==> src/rtl/idle_lpm_pkg.sv <==
package idle_lpm_pkg;
  typedef enum logic [1:0] {
    LS_ACTIVE  = 2'd0,
    LS_SHALLOW = 2'd1,
    LS_DEEP    = 2'd2,
    LS_SUSPEND = 2'd3
  } link_st_e;

  function automatic logic code_is_off(input logic [7:0] code);
    return &code;
  endfunction
endpackage

==> src/rtl/lpm_timeout_regs.sv <==
module lpm_timeout_regs #(
  parameter int CODE_W = 8
) (
  input  logic              clk_i,
  input  logic              rst_ni,
  input  logic              wr_i,
  input  logic              sel_i,
  input  logic [CODE_W-1:0] data_i,
  output logic [CODE_W-1:0] code1_o,
  output logic [CODE_W-1:0] code2_o,
  output logic              impl_en_o
);
  logic [CODE_W-1:0] code1_q, code2_q;

  always_ff @(posedge clk_i or negedge rst_ni) begin
    if (!rst_ni) begin
      code1_q <= '1;
      code2_q <= '1;
    end else if (wr_i) begin
      if (sel_i) code2_q <= data_i;
      else       code1_q <= data_i;
    end
  end

  assign code1_o   = code1_q;
  assign code2_o   = code2_q;
  // mid-range first-level code implies permission
  assign impl_en_o = (code1_q != '0) && !(&code1_q);

  a_r1_reset_off: assert property (@(posedge clk_i) disable iff (!rst_ni)
    !$past(wr_i) |-> $stable(code1_q) && $stable(code2_q));
endmodule

==> src/rtl/lpm_idle_cnt.sv <==
module lpm_idle_cnt #(
  parameter int CODE_W   = 8,
  parameter int PRESCALE = 256
) (
  input  logic              clk_i,
  input  logic              rst_ni,
  input  logic              clr_i,
  input  logic              run_i,
  input  logic              coarse_i,
  input  logic              us_tick_i,
  input  logic              gate_i,
  input  logic [CODE_W-1:0] limit_i,
  output logic              fire_o
);
  logic [CODE_W-1:0] cnt_q;
  logic              fired_q;
  logic              coarse_tick, tick_eff, off, expired;

  generate
    if (PRESCALE > 1) begin : g_ps
      localparam int PS_W = $clog2(PRESCALE);
      logic [PS_W-1:0] ps_q;
      logic            wrap;
      assign wrap = (ps_q == PS_W'(PRESCALE - 1));
      always_ff @(posedge clk_i or negedge rst_ni) begin
        if (!rst_ni)                 ps_q <= '0;
        else if (clr_i)              ps_q <= '0;
        else if (run_i && us_tick_i) ps_q <= wrap ? '0 : ps_q + PS_W'(1);
      end
      assign coarse_tick = us_tick_i & wrap;
    end else begin : g_nops
      assign coarse_tick = us_tick_i;
    end
  endgenerate

  assign tick_eff = coarse_i ? coarse_tick : us_tick_i;
  assign off      = &limit_i;
  assign expired  = !off && (cnt_q >= limit_i);

  always_ff @(posedge clk_i or negedge rst_ni) begin
    if (!rst_ni)                                cnt_q <= '0;
    else if (clr_i)                             cnt_q <= '0;
    else if (run_i && tick_eff && !expired && !off) cnt_q <= cnt_q + CODE_W'(1);
  end

  assign fire_o = run_i & gate_i & expired & !fired_q & !clr_i;

  always_ff @(posedge clk_i or negedge rst_ni) begin
    if (!rst_ni)     fired_q <= 1'b0;
    else if (clr_i)  fired_q <= 1'b0;
    else if (fire_o) fired_q <= 1'b1;
  end

  a_r3_clear_zero: assert property (@(posedge clk_i) disable iff (!rst_ni)
    clr_i |=> (cnt_q == '0));
  a_r2_single_step: assert property (@(posedge clk_i) disable iff (!rst_ni)
    !$past(clr_i) |-> (cnt_q == $past(cnt_q)) || (cnt_q == $past(cnt_q) + CODE_W'(1)));
  a_r7_fire_once: assert property (@(posedge clk_i) disable iff (!rst_ni)
    fire_o |=> !fire_o);
endmodule

==> src/rtl/idle_lpm_timer.sv <==
module idle_lpm_timer
  import idle_lpm_pkg::*;
#(
  parameter int CODE_W   = 8,
  parameter int PRESCALE = 256
) (
  input  logic              clk_i,
  input  logic              rst_ni,
  input  logic              us_tick_i,
  input  logic              cfg_wr_i,
  input  logic              cfg_sel_i,
  input  logic [CODE_W-1:0] cfg_data_i,
  input  logic              u1_en_i,
  input  logic              u2_en_i,
  input  logic [1:0]        link_state_i,
  input  logic              link_busy_i,
  input  logic              pending_i,
  output logic              req_u1_o,
  output logic              req_u2_o,
  output logic              demote_u2_o
);
  logic [CODE_W-1:0] code1, code2;
  logic              impl_en, u1_ok, u2_ok, direct_u2, direct_q;
  logic              in_active, in_shallow;
  logic              act_clr, act_run, act_fire;
  logic              slp_clr, slp_run, slp_fire;
  logic [CODE_W-1:0] act_limit;
  logic              req_u1_q, req_u2_q, demote_q;
  link_st_e          st;

  lpm_timeout_regs #(.CODE_W(CODE_W)) u_regs (
    .clk_i    (clk_i),
    .rst_ni   (rst_ni),
    .wr_i     (cfg_wr_i),
    .sel_i    (cfg_sel_i),
    .data_i   (cfg_data_i),
    .code1_o  (code1),
    .code2_o  (code2),
    .impl_en_o(impl_en)
  );

  assign st         = link_st_e'(link_state_i);
  assign in_active  = (st == LS_ACTIVE);
  assign in_shallow = (st == LS_SHALLOW);
  assign u1_ok      = u1_en_i | impl_en;
  assign u2_ok      = u2_en_i | impl_en;
  assign direct_u2  = !u1_ok & u2_ok;

  always_ff @(posedge clk_i or negedge rst_ni) begin
    if (!rst_ni) direct_q <= 1'b0;
    else         direct_q <= direct_u2;
  end

  // active-state timer: reload on activity, state change, reconfig or target switch
  assign act_clr   = !in_active | link_busy_i | cfg_wr_i | (direct_q != direct_u2);
  assign act_run   = in_active & (u1_ok | u2_ok);
  assign act_limit = direct_u2 ? code2 : code1;

  lpm_idle_cnt #(.CODE_W(CODE_W), .PRESCALE(PRESCALE)) u_act_cnt (
    .clk_i    (clk_i),
    .rst_ni   (rst_ni),
    .clr_i    (act_clr),
    .run_i    (act_run),
    .coarse_i (direct_u2),
    .us_tick_i(us_tick_i),
    .gate_i   (!pending_i),
    .limit_i  (act_limit),
    .fire_o   (act_fire)
  );

  // shallow-state residence timer for silent demotion
  assign slp_clr = !in_shallow | cfg_wr_i;
  assign slp_run = in_shallow & u2_ok;

  lpm_idle_cnt #(.CODE_W(CODE_W), .PRESCALE(PRESCALE)) u_slp_cnt (
    .clk_i    (clk_i),
    .rst_ni   (rst_ni),
    .clr_i    (slp_clr),
    .run_i    (slp_run),
    .coarse_i (1'b1),
    .us_tick_i(us_tick_i),
    .gate_i   (1'b1),
    .limit_i  (code2),
    .fire_o   (slp_fire)
  );

  always_ff @(posedge clk_i or negedge rst_ni) begin
    if (!rst_ni) begin
      req_u1_q <= 1'b0;
      req_u2_q <= 1'b0;
      demote_q <= 1'b0;
    end else begin
      req_u1_q <= act_fire & !direct_u2;
      req_u2_q <= act_fire & direct_u2;
      demote_q <= slp_fire;
    end
  end

  assign req_u1_o    = req_u1_q;
  assign req_u2_o    = req_u2_q;
  assign demote_u2_o = demote_q;

  a_r6_no_req_pending: assert property (@(posedge clk_i) disable iff (!rst_ni)
    (req_u1_o | req_u2_o) |-> $past(!pending_i));
  a_r12_req_in_active: assert property (@(posedge clk_i) disable iff (!rst_ni)
    (req_u1_o | req_u2_o) |-> $past(link_state_i == 2'd0));
  a_r12_demote_in_shallow: assert property (@(posedge clk_i) disable iff (!rst_ni)
    demote_u2_o |-> $past(link_state_i == 2'd1));
  a_r12_exclusive: assert property (@(posedge clk_i) disable iff (!rst_ni)
    $onehot0({req_u1_o, req_u2_o, demote_u2_o}));
  a_r10_u1_allowed: assert property (@(posedge clk_i) disable iff (!rst_ni)
    req_u1_o |-> $past(u1_ok));
  a_r11_u2_allowed: assert property (@(posedge clk_i) disable iff (!rst_ni)
    (req_u2_o | demote_u2_o) |-> $past(u2_ok));
endmodule

==> config.mk <==
export PLATFORM = sky130hd
export DESIGN_NAME = idle_lpm_timer
export DESIGN_NICKNAME = d
export VERILOG_FILES = /design/src/rtl/idle_lpm_pkg.sv /design/src/rtl/lpm_timeout_regs.sv /design/src/rtl/lpm_idle_cnt.sv /design/src/rtl/idle_lpm_timer.sv
export SDC_FILE = /design/constraint.sdc
export NUM_CORES = 1
export LEC_CHECK = 0
export CAP_MARGIN = 20
export CELL_PAD_IN_SITES_DETAIL_PLACEMENT = 1
export CELL_PAD_IN_SITES_GLOBAL_PLACEMENT = 2
export CORE_AREA = 10 10 99 101
export DETAILED_ROUTE_END_ITERATION = 10
export DIE_AREA = 0 0 109 111
export DONT_BUFFER_PORTS = 1
export HOLD_SLACK_MARGIN = 0.12
export PLACE_DENSITY_LB_ADDON = 0.1
export SKIP_CTS_REPAIR_TIMING = 1
export SYNTH_ARGS = -nofsm -noshare
export SYNTH_HDL_FRONTEND = slang
export SYNTH_SLANG_ARGS = --single-unit
==> constraint.sdc <==
create_clock -name clk_i -period 4.03 [get_ports clk_i]
set_clock_uncertainty 0.1 [all_clocks]
set_input_delay 0.2015 -clock clk_i [delete_from_list [all_inputs] [get_ports clk_i]]
set_output_delay 0.2015 -clock clk_i [all_outputs]
set_load 0.01 [all_outputs]
==> impl_metrics.env, run 1 <==
export IMPL_status="finished, final reports clean"
export IMPL_wl_met3_um=178
export IMPL_synth_nets=354
export IMPL_place_inst=416
export IMPL_fp_dieH_um=111
export IMPL_top_layer="met4"
export IMPL_clockBufferDepth=2
export IMPL_post_drt_wl_per_cell_um=17.3
export IMPL_cp_start_kind="flop"
export IMPL_clkSlewWorstSetupHoldPaths_ps=100
export IMPL_crit_path_max_fanout=14
export IMPL_wl_met2_um=3660
export IMPL_slew_headroom_pct=51.8
export IMPL_first_pass_iters=3
export IMPL_synth_top_area_cell="dfrtp_1"
export IMPL_die_x_um=109
export IMPL_fin_crit_sh_pct=91.9
export IMPL_nNetsFinal=369
export IMPL_yosysTopAreaCellShare_pct=30.2
export IMPL_core_area_mm2=0.00797
export IMPL_crit_type="reg -> reg"
export IMPL_yosysSeqAreaShare_pct=43.6
export IMPL_finalHoldViolations=0
export IMPL_numPortBuffers=0
export IMPL_grt_max_degree=55
export IMPL_num_rows=33
export IMPL_synth_cell_types=49
export IMPL_synth_most_common_cell="dfrtp_1"
export IMPL_power_density_mw_per_mm2=309
export IMPL_cp_num_buf_inv=0
export IMPL_cts_tree="done"
export IMPL_crit_arrival_ps=3830
export IMPL_grt_usage_pct=12.9
export IMPL_diodes=0
export IMPL_area_delta_synth_final_pct=10.9
export IMPL_setup_viol=0
export IMPL_drt_initial_drc_count=25
export IMPL_dpl_hpwl_um=5610
export IMPL_start_util_pct=39.5
export IMPL_gp_congestion=0.747
export IMPL_hold_class="in -> reg"
export IMPL_period_minus_slack_ps=3700
export IMPL_grt_pass1_wl_um=12700
export IMPL_drt_total_wl_um=7560
export IMPL_ys_ff_latch=54
export IMPL_syn_avg_cell_area_um2=9.99
export IMPL_async_flop_share_pct=100
export IMPL_clock_sinks=54
export IMPL_synth_area_leaders="dfrtp_1 (30%), dfstp_2 (13%), ha_1 (8.0%)"
export IMPL_yosys_warnings=0
export IMPL_cap_violations=0
export IMPL_antenna_found_initial=0
export IMPL_ir_drop_v=0.000174
export IMPL_cp_required_ps=4160
export IMPL_ys_flop_type="dfrtp_1"
export IMPL_fin_util_pct=43.8
export IMPL_yosys_top_cells_count="dfrtp_1 (38), nor2_1 (26), nand2_1 (23)"
export IMPL_syn_inst=315
export IMPL_viasPerCell=5.40
export IMPL_overflow=0
export IMPL_fillCellCount=910
export IMPL_layout_drive_gt1_share_pct=17.5
export IMPL_max_freq_ghz=0.270
export IMPL_insertion_delay_ps=310
export IMPL_critical_path_top_delay_family="simple AND/OR/NAND/NOR gates"
export IMPL_cts_root_buf="clkbuf_8"
export IMPL_cts_buffers=5
export IMPL_worstMarginPinSlew_ps=721
export IMPL_io_pins=22
export IMPL_syn_area_mm2=0.00315
export IMPL_rsz0062_at_grt="false"
export IMPL_critPathCaptureType="flop"
export IMPL_drt_met1_wl_um=3670
export IMPL_num_vias=2356
export IMPL_die_area_mm2=0.0121
export IMPL_htree_levels=2
export IMPL_final_cells=436
export IMPL_grt_pass1_vias=2387
export IMPL_crit_slowest_cell="or4_4"
export IMPL_tns_ps=0
export IMPL_path_cells="nor4_1 > and2_1 > nor2_2 > nor2_4 > mux2i_1 > ha_1 > a21o_1 > a221o_1 > a21oi_4 > o311ai_4 > or4_4 > a21oi_2"
export IMPL_slew_viol_final=0
export IMPL_critPathMaxStageDelay_ps=560
export IMPL_p_leak_nw=1.41
export IMPL_drc=0
export IMPL_synth_edf_count=0
export IMPL_final_antenna_net_count=0
-- registers in the layout, summed over array words and instances, names as in the netlist, 8 cells and up --
register and count:
u_regs.code1_o 8, u_slp_cnt.cnt_q 8, u_act_cnt.g_ps.ps_q 8, u_act_cnt.cnt_q 8, u_slp_cnt.g_ps.ps_q 8, u_regs.code2_o 8
-- placed cells by master, fill, tap and decap left out, types with 2 or more instances in the layout --
| cell type | synthesis | routed |
|---|---|---|
| dfstp_2 | 16 | 16 |
| clkbuf_1 | 2 | 2 |
| and2_1 | 3 | 3 |
| nand3_1 | 13 | 13 |
| nand4_1 | 11 | 11 |
| xor2_1 | 5 | 5 |
| o31ai_1 | 3 | 3 |
| clkbuf_8 | 0 | 5 |
| a21oi_1 | 22 | 22 |
| nor2b_1 | 5 | 5 |
| inv_1 | 12 | 12 |
| nand2b_1 | 2 | 2 |
| o21ai_0 | 17 | 17 |
| or3_1 | 10 | 10 |
| or3_2 | 3 | 3 |
| mux2_2 | 17 | 17 |
| or2_2 | 2 | 2 |
| nand2_1 | 23 | 23 |
| mux2i_1 | 10 | 10 |
| and3_1 | 10 | 10 |
| a21o_1 | 2 | 2 |
| nor4_1 | 4 | 4 |
| xnor2_1 | 4 | 4 |
| a31oi_1 | 4 | 4 |
| nor3_1 | 5 | 5 |
| nor3_2 | 2 | 2 |
| ha_1 | 20 | 20 |
| nor2_1 | 26 | 26 |
| or4_1 | 4 | 4 |
| dfrtp_1 | 38 | 38 |
| dlygate4sd3_1 | 0 | 11 |
-- through the flow --
| stage | power [mW] | setup slack [ps] | area, µm² | hold WS [ps] |
|---|---|---|---|---|
| after global routing | 1.14 | 92.9 | 3490 | 153 |
| after floorplan | 0.692 | 712 | 3150 | -194 |
| after detailed placement | 0.724 | 317 | 3250 | -192 |
| final | 1.08 | 328 | 3490 | 115 |
| after global placement | 0.721 | 366 | 3250 | -192 |
| after CTS | 1.07 | 302 | 3350 | -536 |
-- path summary, 6_finish.rpt --
kind	startpoint	end	slack [ps]	depth (start not counted)
min in group asynchronous	rst_ni	u_act_cnt.g_ps.ps_q[7]$_DFFE_PN0P_	280	2
max	u_regs.code1_o[1]$_DFFE_PN1P_	u_act_cnt.cnt_q[5]$_DFFE_PN0P_	330	12
max reg2reg	u_regs.code1_o[1]$_DFFE_PN1P_	u_act_cnt.cnt_q[5]$_DFFE_PN0P_	330	12
max in group asynchronous	rst_ni	u_regs.code1_o[1]$_DFFE_PN1P_	3210	2
min reg2reg	u_slp_cnt.fired_q$_DFFE_PN0P_	demote_u2_o$_DFF_PN0_	340	1
min	pending_i	u_act_cnt.fired_q$_DFFE_PN0P_	120	4
-- per-layer routing --
| layer | track usage (%) | up-vias |
|---|---|---|
| met5 | 0 | - |
| met4 | 2.11 | 0 |
| met3 | 3.14 | 4 |
| met2 | 19.8 | 17 |
| met1 | 18.0 | 1152 |
| li1 | - | 1183 |
-- cells by family after synthesis --
| group | synth area share (%) |
|---|---|
| adders and majority gates | 7.95 |
| AOI/OAI and AO/OA | 11.2 |
| buffers and inverters | 2.27 |
| muxes | 9.26 |
| xor gates and xnor gates | 2.50 |
| DFF | 43.6 |
| and+or+nand+nor | 23.2 |
-- final cells by class --
class | instances | area (µm²) | share of cell area [%]
Clock buffer | 8 | 101 | 2.90
Inverter | 12 | 45.0 | 1.29
Timing Repair Buffer | 12 | 138 | 3.94
Sequential cell | 54 | 1370 | 39.3
Multi-Input combinational cell | 245 | 1700 | 48.8
Tap cell | 105 | 131 | 3.76
-- power breakdown --
part | switching, mW | internal (mW) | total (mW)
Sequential | 0.0308 | 0.585 | 0.616
Clock | 0.181 | 0.162 | 0.343
Combinational | 0.0618 | 0.0572 | 0.119
-- worst reg2reg max path, stage by stage (launching register included) --
cell and delay, ps:
dfstp_2 390, nor4_1 370, and2_1 240, nor2_2 100, nor2_4 310, mux2i_1 240
ha_1 260, a21o_1 180, a221o_1 380, a21oi_4 170, o311ai_4 220, or4_4 570
a21oi_2 140
No activity file was read; power rests on OpenSTA's default activity.
==> run 2, diff against run 1 <==
--- a/config.mk
+++ b/config.mk
@@ -13,7 +13,7 @@
 export DIE_AREA = 0 0 109 111
 export DONT_BUFFER_PORTS = 1
 export HOLD_SLACK_MARGIN = 0.12
-export PLACE_DENSITY_LB_ADDON = 0.1
+export PLACE_DENSITY = 0.76
 export SKIP_CTS_REPAIR_TIMING = 1
 export SYNTH_ARGS = -nofsm -noshare
 export SYNTH_HDL_FRONTEND = slang
==> impl_metrics.env, run 2 (synthesis results as in run 1) <==
export IMPL_cp_required_ps=4170
export IMPL_top_layer="met4"
export IMPL_fillCellCount=909
export IMPL_grt_pass1_vias=2461
export IMPL_clockBufferDepth=2
export IMPL_rr_worst_depth=12
export IMPL_antenna_found_initial=0
export IMPL_slew_headroom_pct=55.1
export IMPL_grt_usage_pct=12.8
export IMPL_reg2reg_from="u_regs.code1_o[1]$_DFFE_PN1P_"
export IMPL_cts_tree="done"
export IMPL_drt_initial_drc_count=28
export IMPL_cp_num_buf_inv=0
export IMPL_start_util_pct=39.5
export IMPL_overflow=0
export IMPL_die_area_mm2=0.0121
export IMPL_die_x_um=109
export IMPL_area_delta_synth_final_pct=10.7
export IMPL_nNetsFinal=369
export IMPL_grt_pass1_wl_um=12500
export IMPL_cp_start_kind="flop"
export IMPL_first_pass_iters=4
export IMPL_layout_drive_gt1_share_pct=18.1
export IMPL_whs_ps=122
export IMPL_layout_cells_most_common_list="dfrtp_1 (38), nor2_1 (26), nand2_1 (23)"
export IMPL_critPathMaxStageDelay_ps=570
export IMPL_drc=0
export IMPL_clock_sinks=54
export IMPL_worstReg2RegEnd="u_act_cnt.cnt_q[5]$_DFFE_PN0P_"
export IMPL_ir_drop_v=0.000150
export IMPL_finalHoldViolations=0
export IMPL_setup_viol=0
export IMPL_gp_congestion=0.787
export IMPL_viasPerCell=5.54
export IMPL_io_pins=22
export IMPL_num_vias=2416
export IMPL_worstMarginPinSlew_ps=672
export IMPL_final_cells=436
export IMPL_critPathCaptureType="flop"
export IMPL_drt_met1_wl_um=3760
export IMPL_crit_path_max_fanout=14
export IMPL_wl_met2_um=3550
export IMPL_cap_violations=0
export IMPL_max_freq_ghz=0.263
export IMPL_post_drt_wl_per_cell_um=17.7
export IMPL_cts_root_buf="clkbuf_8"
export IMPL_insertion_delay_ps=310
export IMPL_clkSlewWorstSetupHoldPaths_ps=100
export IMPL_dpl_hpwl_um=5640
export IMPL_rsz0062_at_grt="false"
export IMPL_core_area_mm2=0.00797
export IMPL_place_inst=416
export IMPL_fp_dieH_um=111
export IMPL_power_density_mw_per_mm2=305
export IMPL_fin_crit_sh_pct=94.3
export IMPL_period_minus_slack_ps=3800
export IMPL_cts_buffers=5
export IMPL_crit_arrival_ps=3940
export IMPL_ff2ff_setup_slack_ps=230
export IMPL_status="finished, final reports clean"
export IMPL_tns_ps=0
export IMPL_final_antenna_net_count=0
export IMPL_hold_class="in -> reg"
export IMPL_slew_viol_final=0
export IMPL_p_leak_nw=1.41
export IMPL_diodes=0
export IMPL_critical_path_top_delay_family="simple AND/OR/NAND/NOR gates"
export IMPL_hold_depth=2
export IMPL_final_common_cell="dfrtp_1"
export IMPL_numPortBuffers=0
export IMPL_htree_levels=2
export IMPL_wl_met3_um=344
export IMPL_min_to="req_u2_o$_DFF_PN0_"
export IMPL_grt_max_degree=55
export IMPL_drt_total_wl_um=7720
export IMPL_crit_slowest_cell="or4_4"
export IMPL_hp_start="u1_en_i"
export IMPL_finalPower_mw=1.06
export IMPL_num_rows=33
export IMPL_path_cells="nor4_1 > and2_1 > nor2_2 > nor2_4 > mux2i_1 > ha_1 > and3_2 > a221o_1 > a21oi_4 > o311ai_4 > or4_4 > a21oi_2"
export IMPL_crit_type="reg -> reg"
[run 2: power by group]
part | leakage [nW] | total, mW | internal, mW | switching (mW)
clock | 0.0472 | 0.325 | 0.139 | 0.186
sequential | 0.699 | 0.616 | 0.585 | 0.0312
combinational | 0.663 | 0.123 | 0.0580 | 0.0649
total | 1.41 | 1.06 | 0.782 | 0.282
[run 2: through the flow]
stage               utilization [%]  setup WS, ps  cell area, µm²
finish                         43.7           230            3480
global placement               40.8           381            3250
CTS                            42.0           214            3350
floorplan                         -           712            3150
global route                   43.7         0.336            3480
detailed placement             40.8           243            3250
[run 2: cell type report]
cell class	count	area, µm²	share of cell area, %
Inverter	12	45.0	1.29
Tap cell	105	131	3.77
Timing Repair Buffer	12	138	3.95
Sequential cell	54	1370	39.4
Clock buffer	6	82.6	2.37
Multi-Input combinational cell	245	1700	48.9
Clock inverter	2	12.5	0.359
[run 2: worst max path at each step]
stage                                        from                        endpoint  slack [ps]  cells after the start
detailed placement  u_regs.code1_o[1]$_DFFE_PN1P_  u_act_cnt.cnt_q[5]$_DFFE_PN0P_         240                     12
CTS                 u_regs.code1_o[1]$_DFFE_PN1P_  u_act_cnt.cnt_q[5]$_DFFE_PN0P_         210                     12
finish              u_regs.code1_o[1]$_DFFE_PN1P_  u_act_cnt.cnt_q[5]$_DFFE_PN0P_         230                     12
global route        u_regs.code1_o[1]$_DFFE_PN1P_  u_act_cnt.cnt_q[5]$_DFFE_PN0P_         0.3                     12
floorplan           u_regs.code1_o[6]$_DFFE_PN1P_  u_act_cnt.cnt_q[5]$_DFFE_PN0P_         710                     12
global placement    u_regs.code1_o[6]$_DFFE_PN1P_  u_act_cnt.cnt_q[5]$_DFFE_PN0P_         380                     12
[run 2: per-layer routing]
layer	global-route usage (%)	vias up
li1	-	1189
met1	16.8	1197
met2	19.6	25
met3	4.42	5
met4	2.90	0
met5	0	-
